==> config.mk <==
export PLATFORM = sky130hd
export DESIGN_NAME = mw_eeprom_ctrl
export DESIGN_NICKNAME = d
export VERILOG_FILES = /design/src/rtl/mw_pkg.sv /design/src/rtl/mw_clkgen.sv /design/src/rtl/mw_shifter.sv /design/src/rtl/mw_eeprom_ctrl.sv
export SDC_FILE = /design/constraint.sdc
export NUM_CORES = 1
export LEC_CHECK = 0
export BUFFER_PORTS_ARGS = -buffer_cell sky130_fd_sc_hd__buf_2
export CELL_PAD_IN_SITES_DETAIL_PLACEMENT = 0
export CELL_PAD_IN_SITES_GLOBAL_PLACEMENT = 2
export CORE_MARGIN = 4
export CORE_UTILIZATION = 40
export CTS_CLUSTER_DIAMETER = 40
export CTS_CLUSTER_SIZE = 8
export DETAILED_ROUTE_END_ITERATION = 7
export HOLD_SLACK_MARGIN = 0.06
export PLACE_DENSITY = 0.85
export SYNTH_ARGS = -nofsm -noshare
export SYNTH_HDL_FRONTEND = slang
export SYNTH_SLANG_ARGS = --single-unit
==> constraint.sdc <==
create_clock -name clk -period 8.15 [get_ports clk]
set_input_delay 1.63 -clock clk [delete_from_list [all_inputs] [get_ports clk]]
set_output_delay 1.63 -clock clk [all_outputs]
set_load 0.005 [all_outputs]
==> src/rtl/mw_pkg.sv <==
package mw_pkg;

  typedef enum logic [3:0] {
    S_IDLE, S_PREP, S_EWEN, S_EPAD, S_OPC, S_ADR, S_DAT,
    S_SBY, S_POLL, S_EWDS, S_DPAD, S_STOP, S_FIN
  } mw_state_e;

  // What follows a standby sequence
  typedef enum logic [1:0] {K_EN, K_RD, K_WR, K_PL} mw_sby_e;

  localparam logic [15:0] OPC_READ  = 16'h0006;
  localparam logic [15:0] OPC_WRITE = 16'h0005;
  localparam logic [15:0] OPC_WEN   = 16'h0013;
  localparam logic [15:0] OPC_WDS   = 16'h0010;

  // Request fits inside a device of 2^adw words and is non-empty
  function automatic logic mw_req_ok(input logic [15:0] off,
                                     input logic [15:0] cnt,
                                     input logic [4:0]  adw);
    logic [16:0] lim;
    lim = 17'd1 << adw;
    return (cnt != 16'd0) && ({1'b0, off} < lim) &&
           (({1'b0, off} + {1'b0, cnt}) <= lim);
  endfunction

  // Left-align a field of len bits into a 16-bit shift register
  function automatic logic [15:0] mw_align(input logic [15:0] val,
                                           input logic [4:0] len);
    return val << (5'd16 - len);
  endfunction

endpackage

==> src/rtl/mw_clkgen.sv <==
module mw_clkgen #(
  parameter int DIV_W = 8
) (
  input  logic             clk,
  input  logic             rst_n,
  input  logic             en,
  input  logic [DIV_W-1:0] half_div,
  output logic             tick
);
  logic [DIV_W-1:0] cnt;

  assign tick = en && (cnt == half_div);

  always_ff @(posedge clk or negedge rst_n) begin
    if (!rst_n)      cnt <= '0;
    else if (!en)    cnt <= '0;
    else if (tick)   cnt <= '0;
    else             cnt <= cnt + 1'b1;
  end

  a_r6_tick_spacing: assert property (@(posedge clk) disable iff (!rst_n)
    tick && (half_div != '0) |=> !tick);
endmodule

==> src/rtl/mw_shifter.sv <==
module mw_shifter
  import mw_pkg::*;
(
  input  logic        clk,
  input  logic        rst_n,
  input  logic        tick,
  input  logic        go,
  input  logic [15:0] val,
  input  logic [4:0]  len,
  input  logic        pin_we,
  input  logic        pin_sk,
  input  logic        pin_di,
  input  logic        do_i,
  output logic        sk_o,
  output logic        di_o,
  output logic        busy,
  output logic        fin,
  output logic [15:0] word_in
);
  logic [15:0] sr;
  logic [4:0]  left;
  logic        ph;

  always_ff @(posedge clk or negedge rst_n) begin
    if (!rst_n) begin
      sr <= '0; left <= '0; ph <= 1'b0; busy <= 1'b0; fin <= 1'b0;
      sk_o <= 1'b0; di_o <= 1'b0; word_in <= '0;
    end else begin
      fin <= 1'b0;
      if (go) begin
        sr      <= mw_align(val, len);
        left    <= len;
        ph      <= 1'b0;
        word_in <= '0;
        if (len == 5'd0) fin  <= 1'b1;
        else             busy <= 1'b1;
      end else if (busy && tick) begin
        if (!ph) begin
          di_o <= sr[15];
          sk_o <= 1'b0;
          ph   <= 1'b1;
        end else begin
          sk_o    <= 1'b1;
          word_in <= {word_in[14:0], do_i};
          sr      <= {sr[14:0], 1'b0};
          left    <= left - 1'b1;
          ph      <= 1'b0;
          if (left == 5'd1) begin
            busy <= 1'b0;
            fin  <= 1'b1;
          end
        end
      end else if (pin_we) begin
        sk_o <= pin_sk;
        di_o <= pin_di;
      end
    end
  end

  a_r6_sk_on_tick: assert property (@(posedge clk) disable iff (!rst_n)
    !tick |=> $stable(sk_o) && $stable(di_o));
  a_r3_no_go_while_busy: assert property (@(posedge clk) disable iff (!rst_n)
    busy |-> !go);
endmodule

==> src/rtl/mw_eeprom_ctrl.sv <==
module mw_eeprom_ctrl
  import mw_pkg::*;
#(
  parameter int AW_MAX    = 8,
  parameter int CW        = 8,
  parameter int DIV_W     = 8,
  parameter int POLL_GAP  = 2500,
  parameter int MAX_POLLS = 200
) (
  input  logic              clk,
  input  logic              rst_n,
  input  logic              start,
  input  logic              cmd_write,
  input  logic [AW_MAX-1:0] offset,
  input  logic [CW-1:0]     count,
  input  logic [3:0]        op_bits,
  input  logic [3:0]        addr_bits,
  input  logic [DIV_W-1:0]  half_div,
  input  logic [15:0]       wdata,
  output logic              wd_take,
  output logic [15:0]       rdata,
  output logic              rd_valid,
  output logic              done,
  output logic              err,
  output logic              mw_cs,
  output logic              mw_sk,
  output logic              mw_di,
  input  logic              mw_do
);
  localparam int GAP_W = $clog2(POLL_GAP + 1);
  localparam int PC_W  = $clog2(MAX_POLLS + 1);

  mw_state_e         state;
  mw_sby_e           kind;
  logic              wr_q, cs_q, launched;
  logic [1:0]        st_cnt;
  logic [CW-1:0]     cnt_q, word_i;
  logic [AW_MAX-1:0] cur_addr;
  logic [15:0]       wd_q;
  logic [GAP_W-1:0]  poll_tmr;
  logic [PC_W-1:0]   poll_n;

  logic        tick, fld_go, fld_busy, fld_fin, is_field, last_word;
  logic        pin_we, pin_sk, pin_di, sk_w;
  logic [15:0] fld_val, fld_in;
  logic [4:0]  fld_len;

  assign is_field  = state inside {S_EWEN, S_EPAD, S_OPC, S_ADR, S_DAT, S_EWDS, S_DPAD};
  assign last_word = (word_i == cnt_q - 1'b1);

  mw_clkgen #(.DIV_W(DIV_W)) u_clk (
    .clk(clk), .rst_n(rst_n), .en(state != S_IDLE),
    .half_div(half_div), .tick(tick));

  mw_shifter u_sh (
    .clk(clk), .rst_n(rst_n), .tick(tick), .go(fld_go), .val(fld_val),
    .len(fld_len), .pin_we(pin_we), .pin_sk(pin_sk), .pin_di(pin_di),
    .do_i(mw_do), .sk_o(sk_w), .di_o(mw_di), .busy(fld_busy),
    .fin(fld_fin), .word_in(fld_in));

  always_comb begin
    fld_val = '0;
    fld_len = '0;
    case (state)
      S_EWEN:         begin fld_val = OPC_WEN; fld_len = {1'b0, op_bits} + 5'd2; end
      S_EWDS:         begin fld_val = OPC_WDS; fld_len = {1'b0, op_bits} + 5'd2; end
      S_EPAD, S_DPAD: fld_len = {1'b0, addr_bits} - 5'd2;
      S_OPC:          begin fld_val = wr_q ? OPC_WRITE : OPC_READ; fld_len = {1'b0, op_bits}; end
      S_ADR:          begin fld_val = 16'(cur_addr); fld_len = {1'b0, addr_bits}; end
      S_DAT:          begin fld_val = wr_q ? wd_q : 16'h0; fld_len = 5'd16; end
      default: ;
    endcase
    fld_go = is_field && !launched;
    pin_we = 1'b0;
    pin_sk = 1'b0;
    pin_di = 1'b0;
    if (tick) begin
      case (state)
        S_PREP: pin_we = (st_cnt == 2'd0);
        S_SBY:  begin pin_we = (st_cnt != 2'd2); pin_sk = (st_cnt == 2'd1); end
        S_STOP: begin
          pin_we = 1'b1;
          pin_sk = (st_cnt == 2'd0) ? sk_w : (st_cnt == 2'd1);
        end
        default: ;
      endcase
    end
  end

  always_ff @(posedge clk or negedge rst_n) begin
    if (!rst_n) begin
      state <= S_IDLE; kind <= K_EN; wr_q <= 1'b0; cs_q <= 1'b0;
      launched <= 1'b0; st_cnt <= '0; cnt_q <= '0; word_i <= '0;
      cur_addr <= '0; wd_q <= '0; poll_tmr <= '0; poll_n <= '0;
      wd_take <= 1'b0; rdata <= '0; rd_valid <= 1'b0; done <= 1'b0; err <= 1'b0;
    end else begin
      wd_take  <= 1'b0;
      rd_valid <= 1'b0;
      done     <= 1'b0;
      if (fld_go) launched <= 1'b1;
      if (is_field && fld_fin) begin
        launched <= 1'b0;
        st_cnt   <= '0;
        case (state)
          S_EWEN: state <= S_EPAD;
          S_EPAD: begin state <= S_SBY; kind <= K_EN; end
          S_OPC:  state <= S_ADR;
          S_ADR:  begin
            state <= S_DAT;
            if (wr_q) begin wd_q <= wdata; wd_take <= 1'b1; end
          end
          S_DAT:  begin
            state <= S_SBY;
            kind  <= wr_q ? K_WR : K_RD;
            if (!wr_q) begin rdata <= fld_in; rd_valid <= 1'b1; end
          end
          S_EWDS: state <= S_DPAD;
          default: state <= S_STOP;
        endcase
      end
      case (state)
        S_IDLE: if (start) begin
          wr_q <= cmd_write; cnt_q <= count; cur_addr <= offset;
          word_i <= '0; st_cnt <= '0;
          if (mw_req_ok(16'(offset), 16'(count), {1'b0, addr_bits})) begin
            err <= 1'b0; state <= S_PREP;
          end else begin
            err <= 1'b1; state <= S_FIN;
          end
        end
        S_PREP: if (tick) begin
          st_cnt <= st_cnt + 1'b1;
          if (st_cnt == 2'd1) begin
            cs_q <= 1'b1;
            state <= wr_q ? S_EWEN : S_OPC;
          end
        end
        S_SBY: if (tick) begin
          st_cnt <= st_cnt + 1'b1;
          if (st_cnt == 2'd0) cs_q <= 1'b0;
          if (st_cnt == 2'd2) cs_q <= 1'b1;
          if (st_cnt == 2'd3) begin
            case (kind)
              K_EN: state <= S_OPC;
              K_WR: begin state <= S_POLL; poll_tmr <= '0; poll_n <= '0; end
              default: begin
                if (last_word) state <= (kind == K_PL) ? S_EWDS : S_STOP;
                else begin
                  state <= S_OPC;
                  word_i <= word_i + 1'b1;
                  cur_addr <= cur_addr + 1'b1;
                end
              end
            endcase
          end
        end
        S_POLL: begin
          if (poll_tmr != '0) poll_tmr <= poll_tmr - 1'b1;
          else if (mw_do) begin state <= S_SBY; kind <= K_PL; st_cnt <= '0; end
          else if (poll_n == PC_W'(MAX_POLLS - 1)) begin
            err <= 1'b1; state <= S_STOP; st_cnt <= '0;
          end else begin
            poll_n <= poll_n + 1'b1;
            poll_tmr <= GAP_W'(POLL_GAP - 1);
          end
        end
        S_STOP: if (tick) begin
          st_cnt <= st_cnt + 1'b1;
          if (st_cnt == 2'd0) cs_q <= 1'b0;
          if (st_cnt == 2'd2) state <= S_FIN;
        end
        S_FIN: begin done <= 1'b1; state <= S_IDLE; end
        default: ;
      endcase
    end
  end

  assign mw_cs = cs_q;
  assign mw_sk = sk_w;

  a_r1_idle_pins: assert property (@(posedge clk) disable iff (!rst_n)
    (state == S_IDLE) |-> !mw_cs && !mw_sk && !mw_di);
  a_r7_done_pulse: assert property (@(posedge clk) disable iff (!rst_n)
    done |=> !done);
  a_r6_cs_on_tick: assert property (@(posedge clk) disable iff (!rst_n)
    !tick |=> $stable(cs_q));
  a_r3_cs_during_field: assert property (@(posedge clk) disable iff (!rst_n)
    fld_busy |-> cs_q);
  a_r5_poll_bound: assert property (@(posedge clk) disable iff (!rst_n)
    (state == S_POLL) |-> (poll_n < PC_W'(MAX_POLLS)));
  a_r2_reject_quiet: assert property (@(posedge clk) disable iff (!rst_n)
    (state == S_FIN) |-> !cs_q);
endmodule

==> key figures <==
Power and ir drop
  – P_int: ~1900 uW
  – Part of the power in combinational logic: between 40% and 50%
  – PD cells: 323 mW/mm^2
  – Power Total: around 3300 uW
  – Maximum VDD drop: about 0.00018 V
  – Flop pwr share: between 30% and 40%
  – Leakage: around 0.0046 uW
  – Net Switching: about 1400 uW
  – Switching share of power: 42.1%
  – Clk pwr share: between 20% and 30%

Synthesis
  – Mean post-synth cell area: ~8.7 sq um
  – Post-synthesis register bit count: approximately 140
  – Count leader, synth: nand2_1
  – Syn Std Cell Area: ~0.009 sq mm
  – Share of the synthesized area in the top cell type: 38.6%
  – Largest cells by area after synthesis: dfrtp_1, nand2_1, ha_1
  – Synth unique cells: 84
  – Synth Net Count: roughly 1,100
  – Yosys warns: 0
  – Synthesized instance count: roughly 1,000
  – Post-synthesis sequential area ratio: ~39%
  – Post-synth ARST share: 100%
  – Synth top cells by count: nand2_1, dfrtp_1, nor2_1, o21ai_0, a21oi_1
  – Largest area contributor in the synthesized netlist: dfrtp_1
  – Number of synthesized flops with an enable pin: 0
  – Ys flop type: dfrtp_1

Routing
  – ANT nets after route: 0
  – WL final: ~24 mm
  – DR WL/cell: 17.1 um
  – DRT Pass-1 Iters: 5
  – Post-route DRC: 0
  – 1st-iter DRT viols: 547
  – Vias per cell: ~5.6
  – Vias: between 7,000 and 8,000

Timing
  – Period utilization: between 50 and 60%
  – Hold Violations, Final: 0
  – Post-route setup TNS: 0 ns
  – Final setup fails: 0
  – Measured slew at the worst slew-check pin: a little under 1 ns
  – Final Max Tran Viols: 0
  – Maximum operating frequency: roughly 210 MHz
  – Post-layout minimum cycle time: 4.71 ns
  – Slew margin rel.: between 30% and 40%
  – Fin Clk Skew: ~0.021 ns
  – RSZ-0062 raised after global routing: no

Clock tree
  – Max Root-Sink Buffers: 2
  – Post-CTS resize count: 0
  – TritonCTS buffer count: 17
  – Clk_lat worst skew: 0.43 ns
  – Total clock sinks: between 100 and 150
  – CTS H-tree depth: 4
  – CTS Hold Buffers Added: 0
  – Clock transition at the registers of the reported paths: 0.07 ns
  – Clock root buffer: clkbuf_16
  – CTS tree: done
  – Post-CTS Setup Bufs: 0

Floorplan
  – Initial Util: 40.5%
  – DIE AREA: ~0.025 sq mm
  – I/O pins: between 70 and 80
  – Core Region: between 0.02 and 0.025 sq mm
  – Die width: about 160 um
  – Row count: 55
  – Chip height: between 150 and 200 um

Worst setup path
  – Critical path launch point: offset[0]
  – FF-to-FF Start: state[2]$_DFF_PN0_
  – Reg2reg path depth: 11
  – WP data required: 8.44 ns
  – Critical Path End: state[2]$_DFF_PN0_
  – Crit Path Max Fanout: 3
  – Crit Path Category: in -> reg
  – Arrival @ worst endpoint: about 5.0 ns
  – Worst Setup Start Kind: input port
  – Reg2reg setup slack: around 4.3 ns
  – Worst setup EP type: flip-flop
  – Worst r2r dst: u_sh.sr[9]$_DFFE_PN0P_

Final layout
  – Area grow syn2layout: 12.8%
  – Ant diodes: 0
  – FILL cells: between 2,000 and 2,500
  – Fraction of layout cells with a size suffix above 1: 14.3%
  – # nets final: 1,186

Global routing
  – Largest net degree at the start of global routing: 75
  – Total global-route track usage: about a fifth
  – First-pass GRT wire length: 40.0 mm
  – Remaining global-route overflow: 0
  – Vias in the first global route: between 7,000 and 8,000
  – Initial antenna violation count: 0

Placement
  – Port bufs: 75
  – HPWL after detailed placement: about 17 mm
  – Routability cong.: 0.805

Flow run
  – Max cap viols: 0

Min path
  – Worst Hold Depth: 2
  – Worst min path class: reg -> reg

Status
  – Status: completed
-- metrics by stage --
stage / cells / hold slack, ns / worst slack [ns] / instance area [sq um] / util, %
global placement: 1358 / 0.455 / 3.11 / 9690 / 42.9
floorplan: 1049 / 0.439 / 3.58 / 9140 / -
detailed placement: 1358 / 0.459 / 3.03 / 9690 / 42.9
global route: 1390 / 0.509 / 3.05 / 10300 / 45.7
CTS: 1390 / 0.476 / 3.46 / 10300 / 45.7
finish: 1390 / 0.468 / 3.44 / 10300 / 45.7
-- power groups by stage --
stage	registers [uW]	clock network, uW	logic (uW)
finish	1010	816	1500
global route	1040	864	1680
CTS	1010	836	1500
detailed placement	1020	0	1490
global placement	1020	0	1490
floorplan	972	0	1180
-- cells in the final DEF, fill, tap and decap left out, types with 8 or more instances in the layout --
cell type,instances
nand2_1,178
dfrtp_1,141
buf_2,74
nor2_1,73
o21ai_0,63
a21oi_1,59
nand3_1,42
ha_1,40
xnor2_1,37
inv_1,31
mux2i_1,21
mux2_2,21
nor3_1,19
xor2_1,19
clkbuf_16,17
nand2b_1,13
nor4_1,13
and3_1,13
nand4_1,12
or3_1,12
a21o_1,10
buf_4,10
nor2b_1,9
a31oi_1,8
or4_1,8
a211oi_1,8
o31ai_1,8
-- critical path, cell delays in order --
cell and delay (ns):
buf_2 0.13, ha_1 0.21, inv_1 0.07, fa_1 0.20, nor2b_1 0.05, o21ai_0 0.22, a21boi_0 0.15, o21ai_0 0.16
nand2b_1 0.10, a21o_1 0.19, a21o_1 0.18, ha_1 0.30, a211oi_1 0.21, o21ai_0 0.13, o311ai_0 0.32, and3_1 0.30
nor2_1 0.09, or3b_1 0.36
-- routing by layer --
layer	GRT usage [%]	up-vias	part of all wire [%]
li1	-	3854	-
met2	29.8	146	46
met5	0	-	0
met4	4.85	0	1.3
met1	27.1	3717	50
met3	3.70	19	3.6
-- cell families after synthesis --
group                      synth area share, %
AOI/OAI and AO/OA                         16.5
xor gates and xnor gates                  5.37
adders and majority gates                 5.69
buffers and inverters                     4.15
DFF                                       38.6
muxes                                     6.12
and+or+nand+nor                           23.6
-- sequential cells by signal, indices dropped and copies added, names as in the netlist, 4 cells and up --
signal and cells:
state 4, rdata 16, u_sh.word_in 16, cur_addr 8, u_clk.cnt 8, poll_n 8
word_i 8, wd_q 16, cnt_q 8, poll_tmr 12, u_sh.left 5, u_sh.sr 16
-- layout make-up --
class	instances	area [sq um]	area share (%)
Clock inverter	14	183	1.77
Clock buffer	18	429	4.16
Timing Repair Buffer	85	457	4.43
Inverter	32	120	1.17
Multi-Input combinational cell	815	5230	50.8
Tap cell	285	357	3.46
Sequential cell	141	3530	34.2
-- how the worst min path moves through the flow --
| stage | from | endpoint | slack, ns |
|---|---|---|---|
| detailed placement | rdata[8]$_DFFE_PN0P_ | rdata[8]$_DFFE_PN0P_ | 0.46 |
| finish | rdata[8]$_DFFE_PN0P_ | rdata[8]$_DFFE_PN0P_ | 0.47 |
| floorplan | u_sh.word_in[15]$_DFFE_PN0P_ | rdata[15]$_DFFE_PN0P_ | 0.44 |
| global placement | rdata[2]$_DFFE_PN0P_ | rdata[2]$_DFFE_PN0P_ | 0.46 |
| CTS | rdata[8]$_DFFE_PN0P_ | rdata[8]$_DFFE_PN0P_ | 0.48 |
| global route | rdata[15]$_DFFE_PN0P_ | rdata[15]$_DFFE_PN0P_ | 0.51 |
No activity file was read; power rests on OpenSTA's default activity.
